==> config.mk <==
export PLATFORM = sky130hd
export DESIGN_NAME = arpwm_timer
export DESIGN_NICKNAME = d
export VERILOG_FILES = /design/src/rtl/arpwm_pkg.sv /design/src/rtl/arpwm_sync.sv /design/src/rtl/arpwm_presc.sv /design/src/rtl/arpwm_core.sv /design/src/rtl/arpwm_timer.sv
export SDC_FILE = /design/constraint.sdc
export NUM_CORES = 1
export LEC_CHECK = 0
export ABC_AREA = 1
export BUFFER_PORTS_ARGS = -buffer_cell sky130_fd_sc_hd__buf_4
export CAP_MARGIN = 20
export CORE_UTILIZATION = 50
export CTS_CLUSTER_SIZE = 28
export DETAILED_ROUTE_END_ITERATION = 10
export GPL_ROUTABILITY_DRIVEN = 0
export PLACE_DENSITY = 0.69
export SLEW_MARGIN = 10
export SYNTH_ARGS = -nofsm -noshare
export SYNTH_HDL_FRONTEND = slang
export SYNTH_SLANG_ARGS = --single-unit
export TNS_END_PERCENT = 20
==> constraint.sdc <==
create_clock -name clk -period 2.03 [get_ports clk]
set_input_delay 0.3045 -clock clk [delete_from_list [all_inputs] [get_ports clk]]
set_output_delay 0.3045 -clock clk [all_outputs]
set_load 0.05 [all_outputs]
==> src/rtl/arpwm_pkg.sv <==
package arpwm_pkg;
    typedef enum logic [2:0] {
        REG_MODE    = 3'd0,
        REG_CTL     = 3'd1,
        REG_RELOAD  = 3'd2,
        REG_COMPARE = 3'd3,
        REG_CAPTURE = 3'd4,
        REG_COUNT   = 3'd5,
        REG_FLAGS   = 3'd6
    } reg_addr_e;

    typedef enum logic [1:0] {
        SRC_INT  = 2'd0,
        SRC_DIV3 = 2'd1,
        SRC_EXT  = 2'd2,
        SRC_ALT  = 2'd3
    } clk_src_e;

    // Mode register, bit5 down to bit0
    typedef struct packed {
        logic cap_ie;
        logic cmp_ie;
        logic ovf_ie;
        logic pwm_oe;
        logic cap_mode;
        logic run;
    } mode_t;

    localparam int MODE_W  = 6;
    localparam int FLAG_W  = 3;
    localparam int FLG_OVF = 0;
    localparam int FLG_CMP = 1;
    localparam int FLG_CAP = 2;
endpackage

==> src/rtl/arpwm_sync.sv <==
module arpwm_sync #(
    parameter int STAGES = 2
) (
    input  logic clk,
    input  logic rst_n,
    input  logic pin_i,
    output logic rise_o,
    output logic fall_o
);
    typedef struct packed {
        logic [STAGES-1:0] chain;
        logic              prev;
    } sync_t;

    sync_t st_d, st_q;

    always_comb begin
        st_d       = st_q;
        st_d.chain = {st_q.chain[STAGES-2:0], pin_i};
        st_d.prev  = st_q.chain[STAGES-1];
        rise_o     = st_q.chain[STAGES-1] & ~st_q.prev;
        fall_o     = ~st_q.chain[STAGES-1] & st_q.prev;
    end

    always_ff @(posedge clk or negedge rst_n) begin
        if (!rst_n) st_q <= '0;
        else        st_q <= st_d;
    end
endmodule

==> src/rtl/arpwm_presc.sv <==
module arpwm_presc
    import arpwm_pkg::*;
#(
    parameter int PSC_W = 7,
    parameter int SEL_W = $clog2(PSC_W + 1)
) (
    input  logic             clk,
    input  logic             rst_n,
    input  logic             run_i,
    input  clk_src_e         src_i,
    input  logic [SEL_W-1:0] ratio_i,
    input  logic             ext_rise_i,
    output logic             tick_o
);
    typedef struct packed {
        logic [1:0]       d3;
        logic [PSC_W-1:0] psc;
    } presc_t;

    presc_t           st_d, st_q;
    logic             src_pulse;
    logic [PSC_W-1:0] mask;

    always_comb begin
        unique case (src_i)
            SRC_DIV3: src_pulse = (st_q.d3 == 2'd2);
            SRC_EXT:  src_pulse = ext_rise_i;
            default:  src_pulse = 1'b1;
        endcase
        for (int i = 0; i < PSC_W; i++) begin
            mask[i] = (i < int'(ratio_i));
        end
        tick_o = run_i & src_pulse & ((st_q.psc & mask) == mask);

        st_d = st_q;
        if (!run_i) begin
            st_d = '0;
        end else begin
            st_d.d3 = (st_q.d3 == 2'd2) ? 2'd0 : st_q.d3 + 2'd1;
            if (src_pulse) st_d.psc = st_q.psc + 1'b1;
        end
    end

    always_ff @(posedge clk or negedge rst_n) begin
        if (!rst_n) st_q <= '0;
        else        st_q <= st_d;
    end

    AST_STOPPED_CLEAR: assert property (@(posedge clk) disable iff (!rst_n)
        !run_i |=> (st_q == '0));
endmodule

==> src/rtl/arpwm_core.sv <==
module arpwm_core #(
    parameter int W = 8
) (
    input  logic         clk,
    input  logic         rst_n,
    input  logic         tick_i,
    input  logic         cap_mode_i,
    input  logic [W-1:0] reload_i,
    input  logic [W-1:0] compare_i,
    input  logic         cnt_wr_i,
    input  logic [W-1:0] cnt_wdata_i,
    output logic [W-1:0] cnt_o,
    output logic         pwm_o,
    output logic         ovf_set_o,
    output logic         cmp_set_o
);
    typedef struct packed {
        logic [W-1:0] cnt;
        logic         pwm;
    } core_t;

    core_t st_d, st_q;

    always_comb begin
        st_d      = st_q;
        ovf_set_o = 1'b0;
        cmp_set_o = 1'b0;
        if (cnt_wr_i) begin
            st_d.cnt = cnt_wdata_i;
        end else if (tick_i) begin
            if (&st_q.cnt) begin
                st_d.cnt  = cap_mode_i ? '0 : reload_i;
                st_d.pwm  = 1'b1;
                ovf_set_o = 1'b1;
            end else begin
                st_d.cnt = st_q.cnt + 1'b1;
            end
            if (st_d.cnt == compare_i) begin
                st_d.pwm  = 1'b0;
                cmp_set_o = 1'b1;
            end
        end
        cnt_o = st_q.cnt;
        pwm_o = st_q.pwm;
    end

    always_ff @(posedge clk or negedge rst_n) begin
        if (!rst_n) st_q <= '0;
        else        st_q <= st_d;
    end

    AST_HOLD_IDLE: assert property (@(posedge clk) disable iff (!rst_n)
        (!tick_i && !cnt_wr_i) |=> $stable(st_q.cnt));
    AST_RELOAD_WRAP: assert property (@(posedge clk) disable iff (!rst_n)
        (tick_i && !cnt_wr_i && !cap_mode_i && (&st_q.cnt)) |=> (st_q.cnt == $past(reload_i)));
    AST_CMP_LOW: assert property (@(posedge clk) disable iff (!rst_n)
        cmp_set_o |=> !st_q.pwm);
    AST_FREE_WRAP: assert property (@(posedge clk) disable iff (!rst_n)
        (tick_i && !cnt_wr_i && cap_mode_i && (&st_q.cnt)) |=> (st_q.cnt == '0));
endmodule

==> src/rtl/arpwm_timer.sv <==
module arpwm_timer
    import arpwm_pkg::*;
#(
    parameter int W       = 8,
    parameter int PSC_W   = 7,
    parameter int SYNC_ST = 2
) (
    input  logic         clk,
    input  logic         rst_n,
    input  logic         wr_en,
    input  logic [2:0]   wr_addr,
    input  logic [W-1:0] wr_data,
    input  logic [2:0]   rd_addr,
    output logic [W-1:0] rd_data,
    input  logic         ext_clk_i,
    input  logic         cap_i,
    output logic         pwm_o,
    output logic         irq_o
);
    localparam int SEL_W   = $clog2(PSC_W + 1);
    localparam int SRC_LO  = SEL_W;
    localparam int EDGE_LO = SEL_W + 2;
    localparam int CTL_W   = SEL_W + 4;

    typedef struct packed {
        mode_t              mode;
        logic [CTL_W-1:0]   ctl;
        logic [W-1:0]       reload;
        logic [W-1:0]       compare;
        logic [W-1:0]       capture;
        logic [FLAG_W-1:0]  flags;
    } regs_t;

    regs_t        rg_d, rg_q;
    logic         tick, ext_rise, ext_fall, cap_rise, cap_fall;
    logic         pwm_lvl, ovf_set, cmp_set, cap_fire;
    logic [W-1:0] cnt;
    logic         cnt_wr;
    logic [1:0]   edge_sel;
    logic [FLAG_W-1:0] set_vec, ie_vec;

    // One synchroniser per asynchronous pin
    for (genvar g = 0; g < 2; g++) begin : g_sync
        if (g == 0) begin : g_ext
            arpwm_sync #(.STAGES(SYNC_ST)) u_sync (
                .clk(clk), .rst_n(rst_n), .pin_i(ext_clk_i),
                .rise_o(ext_rise), .fall_o(ext_fall));
        end else begin : g_cap
            arpwm_sync #(.STAGES(SYNC_ST)) u_sync (
                .clk(clk), .rst_n(rst_n), .pin_i(cap_i),
                .rise_o(cap_rise), .fall_o(cap_fall));
        end
    end

    arpwm_presc #(.PSC_W(PSC_W), .SEL_W(SEL_W)) u_presc (
        .clk(clk), .rst_n(rst_n),
        .run_i(rg_q.mode.run),
        .src_i(clk_src_e'(rg_q.ctl[SRC_LO +: 2])),
        .ratio_i(rg_q.ctl[SEL_W-1:0]),
        .ext_rise_i(ext_rise),
        .tick_o(tick));

    arpwm_core #(.W(W)) u_core (
        .clk(clk), .rst_n(rst_n),
        .tick_i(tick),
        .cap_mode_i(rg_q.mode.cap_mode),
        .reload_i(rg_q.reload),
        .compare_i(rg_q.compare),
        .cnt_wr_i(cnt_wr),
        .cnt_wdata_i(wr_data),
        .cnt_o(cnt),
        .pwm_o(pwm_lvl),
        .ovf_set_o(ovf_set),
        .cmp_set_o(cmp_set));

    always_comb begin
        edge_sel = rg_q.ctl[EDGE_LO +: 2];
        cnt_wr   = wr_en && (wr_addr == REG_COUNT);
        cap_fire = rg_q.mode.cap_mode &&
                   ((edge_sel[0] && cap_rise) || (edge_sel[1] && cap_fall));
        set_vec  = '0;
        set_vec[FLG_OVF] = ovf_set;
        set_vec[FLG_CMP] = cmp_set;
        set_vec[FLG_CAP] = cap_fire;

        rg_d = rg_q;
        if (wr_en) begin
            unique case (wr_addr)
                REG_MODE:    rg_d.mode    = mode_t'(wr_data[MODE_W-1:0]);
                REG_CTL:     rg_d.ctl     = wr_data[CTL_W-1:0];
                REG_RELOAD:  rg_d.reload  = wr_data;
                REG_COMPARE: rg_d.compare = wr_data;
                REG_FLAGS:   rg_d.flags   = rg_q.flags & wr_data[FLAG_W-1:0];
                default: ;
            endcase
        end
        rg_d.flags = rg_d.flags | set_vec;
        if (cap_fire) rg_d.capture = cnt;

        ie_vec          = '0;
        ie_vec[FLG_OVF] = rg_q.mode.ovf_ie;
        ie_vec[FLG_CMP] = rg_q.mode.cmp_ie;
        ie_vec[FLG_CAP] = rg_q.mode.cap_ie;
        irq_o = |(rg_q.flags & ie_vec);
        pwm_o = pwm_lvl & rg_q.mode.pwm_oe;

        rd_data = '0;
        unique case (rd_addr)
            REG_MODE:    rd_data[MODE_W-1:0] = rg_q.mode;
            REG_CTL:     rd_data[CTL_W-1:0]  = rg_q.ctl;
            REG_RELOAD:  rd_data             = rg_q.reload;
            REG_COMPARE: rd_data             = rg_q.compare;
            REG_CAPTURE: rd_data             = rg_q.capture;
            REG_COUNT:   rd_data             = cnt;
            REG_FLAGS:   rd_data[FLAG_W-1:0] = rg_q.flags;
            default:     rd_data             = '0;
        endcase
    end

    always_ff @(posedge clk or negedge rst_n) begin
        if (!rst_n) rg_q <= '0;
        else        rg_q <= rg_d;
    end

    for (genvar f = 0; f < FLAG_W; f++) begin : g_flag_chk
        AST_FLAG_STICKY: assert property (@(posedge clk) disable iff (!rst_n)
            (rg_q.flags[f] && !(wr_en && wr_addr == REG_FLAGS && !wr_data[f]))
            |=> rg_q.flags[f]);
    end

    AST_CAP_HOLD: assert property (@(posedge clk) disable iff (!rst_n)
        !rg_q.mode.cap_mode |=> $stable(rg_q.capture));
endmodule

==> results.cfg, run 1 <==
[outcome]
outcome = finished, final reports clean

[synth]
ys_ff_latch = 64
synth_compound_area_frac = 0.154
synth.mux.area_fraction = 0
synth_area_sq_um = 3430
synth_top_family_by_area = simple AND/OR/NAND/NOR gates
yosys.area.top_type_share = 0.467
avgSynthCellArea_sq_um = 7.78
yosys.area.top_type = dfrtp_1
synth_seq_area_share = 0.467
synth_cells = 441
synthAdderAreaFrac = 0.0182
ys_top_cells_by_area = dfrtp_1, nand2_1, o21ai_0
synthXorXnorAreaFrac = 0.00511
synth.distinct_cells = 36
synth-simple-area-share = 0.286
synth_nets = 465
yosysWarnings = 0

[floorplanning]
ioPinCount = 29
die-area_sq_um = 7200
coreArea_sq_um = 6490
rows = 29
die_height_um = 84.8
initial_utilization = 0.528
die_w_um = 84.8

[sta]
whs_ps = 40.7
setup_viol = 0
fin_skew_ps = 5.28
hold_viol_final = 0
relSlewSlack = 0.465
final_max_slew_viol_count = 0
timing.final.crit_share = 0.952
fmax_ghz = 0.518
tightest_slew_ps = 802
rsz0062_at_grt = false
fin_crit_ps = 1930
setup_tns_ps = 0

[cts]
clock_path_buffers = 2
tritoncts = yes
cts_max_level = 3
clock_sinks = 64
cts_buffers = 9
clk_latency_ps = 340
cts-root-buf = clkbuf_8
clk_pin_slew_ps = 70

[drt]
first_iter_violations = 231
dr_total_vias = 3236
ant_nets = 0
viasPerCell = 5.76
wl_per_cell_um = 16.2
route.detailed.drc = 0
route.final.wire_length_um = 9090
dr.pass1.iters = 7

[global_routing]
grt_start_max_net_pins = 65
grt-ovfl-total = 0
antenna_found_initial = 0
grt_use_total = 0.280
grt_pass1_vias = 3060
grt_first_pass_wirelength_um = 15100

[worst_setup_path]
critPathArrivalTime_ps = 1630
cp.required_ps = 1730
critical_path_class = reg -> out
worstPathMaxFanout = 4
r2r_setup_slack_ps = 260
worstSetupEndpointType = primary output
critPathLaunchType = register

[place]
hpwlAfterDp_um = 6870
place_inst = 547
portBuffers = 28

[pwr]
power.leakage_nw = 1.97
vdd_ir_drop_max_mv = 0.507
p_total_mw = 4.32
p_per_area_nw_per_um2 = 1090

[flow_run]
max-cap-violations = 0

[finish]
antennaDiodeCount = 0
final_cells = 562
post-route-util = 0.610
areaGrowthSynthToFinish_pct = 15.4
drive_above_1_share = 0.136
nets = 505

[hold_path]
hold_path_class = in -> async
final cells by class:
type,count,area [sq um]
Fill cell,595,2540
Tap cell,77,96.3
Sequential cell,64,1600
Inverter,58,219
Multi-Input combinational cell,313,1590
Timing Repair Buffer,35,263
Clock inverter,2,12.5
Clock buffer,13,179
cells in the mapped netlist, drive strengths merged:
cell and instances:
a41oi 1, a31oi 1, and3 1, a22oi 1, o211ai 1, a21oi 12, nor3 4, o22ai 3
xnor2 1, inv 56, o221ai 9, clkinv 2, o21ai 54, a221oi 5, dfrtp 64, nand3 44
ha 5, a211oi 2, nor3b 1, nand3b 4, o21bai 1, clkbuf 6, nand2 132, xor2 1
nor2 27, nand4 3
worst paths after layout:
kind,start,end,cells after the start
hold / removal,rst_n,u_presc.st_q[3],1
min in group clk,cap_i,g_sync[1].g_cap.u_sync.st_d[2],1
setup / recovery,u_core.cnt_o[0],rd_data[0],5
setup reg to reg,u_core.cnt_o[1],u_core.pwm_o,12
max in group asynchronous,rst_n,rg_q[10],1
hold reg to reg,g_sync[1].g_cap.u_sync.st_d[2],g_sync[1].g_cap.u_sync.st_d[0],0
per-layer routing:
metal | global-route usage | vias to the layer above | share of wire
met4 | 0.106 | 0 | 0.026
met2 | 0.455 | 128 | 0.47
li1 | - | 1550 | -
met1 | 0.382 | 1534 | 0.44
met5 | 0 | - | 0
met3 | 0.0447 | 24 | 0.061
state kept, by name, summed over array words and instances (netlist names):
register,flops
u_presc.st_q,9
g_sync.g_cap.u_sync.st_q,1
ie_vec,3
edge_sel,2
g_sync.g_ext.u_sync.st_d,2
u_core.pwm_o,1
g_sync.g_ext.u_sync.st_q,1
rg_q,35
u_core.cnt_o,8
g_sync.g_cap.u_sync.st_d,2
placed cells by master (no fill, tap or decap), drive strengths merged, types with 9 or more instances in the layout:
cell,synthesis,layout
a21oi,12,12
nand3,44,44
buf,0,35
clkbuf,6,13
o21ai,54,54
nand2,132,132
inv,56,56
dfrtp,64,64
nor2,27,27
o221ai,9,9
power breakdown:
group	switching (mW)	total (mW)	internal, mW	leakage, nW
sequential	0.256	1.82	1.57	0.809
clock	0.482	1.05	0.568	0.0975
combinational	0.945	1.45	0.504	1.07
critical path, stage by stage (launching register included):
cell and delay, ps:
dfrtp_1 410, inv_1 150, o21ai_0 130, a221oi_1 270, nand2_1 110, buf_4 210
metrics by stage:
| step | cell area (sq um) | setup WS (ps) |
|---|---|---|
| after global placement | 3770 | 147 |
| after detailed placement | 3770 | 154 |
| after global routing | 3960 | 33.2 |
| final | 3960 | 98.0 |
| after CTS | 3960 | 83.8 |
| after floorplan | 3430 | 113 |
repair_timing:
action,CTS,global route
hold buffers,0,0
buffers inserted,0,0
gates resized for setup,0,1
setup endpoints to repair,0,1
hold endpoints to repair,0,0
cell families after synthesis:
kind of cell / after synthesis
simple gates: 216
compound gates: 90
buf+inv: 64
flops: 64
fa+ha+maj: 5
xor+xnor: 2
No activity file was read; power rests on OpenSTA's default activity.
==> inputs of run 2 (changes only) <==
- CORE_ASPECT_RATIO: default -> 0.5
- MAX_ROUTING_LAYER: default -> met4
==> run 2 against run 1 <==
First-iteration DRC count is 58% higher; register-to-register slack worse by 200 ps; design area is 6.6% higher; combinational power is 4% higher; critical path depth stayed put; final cell count is 3.7% higher; non-clock buffer count is 8 higher; count of clock-buffer cells in the layout is 2 lower; via count is 2.8% higher; critical path type unchanged; largest power group unchanged.
==> results.cfg, run 2 (synthesis results as in run 1) <==
[outcome]
outcome = finished, final reports clean

[cts]
post-cts-setup-buffers = 0
clock_sinks = 64
cts_max_level = 3
clk_latency_ps = 340
tritoncts = yes
clock_path_buffers = 2
clk_pin_slew_ps = 50
cts-root-buf = clkbuf_16
cts_buffers = 9

[worst_setup_path]
crit_path_end = rd_data[1]
r2r_setup_slack_ps = 60
rr_startpoint = rg_q[30]
critical_path_class = reg -> out
cp.required_ps = 1730
worstPathMaxFanout = 7
startpoint = rg_q[35]
critPathArrivalTime_ps = 1680
timing.rr.end = u_core.cnt_o[7]
worstSetupEndpointType = primary output
critPathLaunchType = register
reg2regPathDepth = 9

[drt]
route.final.wire_length_um = 10100
wl_per_cell_um = 17.4
first_iter_violations = 366
ant_nets = 0
viasPerCell = 5.70
dr.pass1.iters = 6
route.detailed.drc = 0
dr_total_vias = 3325

[sta]
fin_crit_ps = 1980
setup_viol = 0
whs_ps = 72.7
hold_viol_final = 0
final_max_slew_viol_count = 0
rsz0062_at_grt = true
timing.final.crit_share = 0.977
fin_skew_ps = 4.59
fmax_ghz = 0.504
relSlewSlack = 0.617
tightest_slew_ps = 573

[global_routing]
grt_first_pass_wirelength_um = 15900
grt_pass1_vias = 3132
grt_use_total = 0.315
antenna_found_initial = 1
grt-ovfl-total = 0
grt_start_max_net_pins = 35

[floorplanning]
die_w_um = 119
die_height_um = 60.6
ioPinCount = 29
coreArea_sq_um = 6330
rows = 20
initial_utilization = 0.542
die-area_sq_um = 7220

[flow_run]
max-cap-violations = 0

[pwr]
power.leakage_nw = 2.09
vdd_ir_drop_max_mv = 0.718
p_per_area_nw_per_um2 = 1240
p_total_mw = 5.23

[finish]
largest_reg_flops = 35
top_register = rg_q
drive_above_1_share = 0.152
fin_area_sq_um = 4220
nets = 513
layout_common_cells = nand2_1, dfrtp_1, inv_1, o21ai_0, nand3_1
areaGrowthSynthToFinish_pct = 23.0
final_common_cell = nand2_1

[place]
dpl_cell_area_sq_um = 3850
portBuffers = 28
hpwlAfterDp_um = 7390

[hold_path]
hold_path_class = in -> reg
[run 2: cell types whose count changed in the layout (fill, tap and decap cells not counted), sizes merged]
cell | before | now
clkbuf | 13 | 11
bufinv | 0 | 3
diode | 0 | 1
dlygate4sd3 | 0 | 1
buf | 35 | 42
[run 2: area by class of cell]
class | count | area (sq um)
fill | 516 | 2110
timing repair buffer | 43 | 338
tap | 88 | 110
antenna | 1 | 2.50
sequential | 64 | 1600
multi-input combinational | 313 | 1590
clock buffer | 11 | 253
inverter | 58 | 219
clock inverter | 5 | 103
[run 2: metal layers]
layer | track usage | vias up | wire [um]
li1 | - | 1569 | -
met1 | 0.391 | 1540 | 4290
met2 | 0.464 | 195 | 4300
met3 | 0.134 | 21 | 1370
met4 | 0.107 | 0 | 163
met5 | - | - | 0
[run 2: through the flow]
step	utilization	setup slack, ps	TNS [ps]	std cells
global route	0.667	-82.2	-209	583
finish	0.667	46.5	0	583
floorplan	-	113	0	441
global placement	0.608	109	0	565
CTS	0.665	54.2	0	582
detailed placement	0.608	103	0	565
[run 2: what timing repair did]
item | in CTS | in global routing
endpoints found under the setup margin | 0 | 6
hold buffers | 1 | 0
endpoints found under the hold margin | 31 | 0
resized for setup | 0 | 2
[run 2: worst max-delay path, stage by stage, from the launching register on]
cell	delay (ps)
dfrtp_1	350
clkinv_1	260
o22ai_1	300
a21oi_1	60
nand4_1	140
buf_4	230
[run 2: power by group]
group / internal [mW] / switching [mW]
sequential: 1.57 / 0.309
combinational: 0.519 / 0.995
clock: 1.26 / 0.571
[run 2: worst min-delay path by stage]
| stage | startpoint | cells after the start | end |
|---|---|---|---|
| 6_report | cap_i | 1 | g_sync[1].g_cap.u_sync.st_d[2] |
| 5_1_grt | cap_i | 1 | g_sync[1].g_cap.u_sync.st_d[2] |
| 4_1_cts | cap_i | 1 | g_sync[1].g_cap.u_sync.st_d[2] |
| 3_5_place_dp | rst_n | 1 | g_sync[0].g_ext.u_sync.st_q[0] |
| 3_3_place_gp | rst_n | 1 | g_sync[0].g_ext.u_sync.st_q[0] |
| 2_1_floorplan | rst_n | 0 | edge_sel[0] |
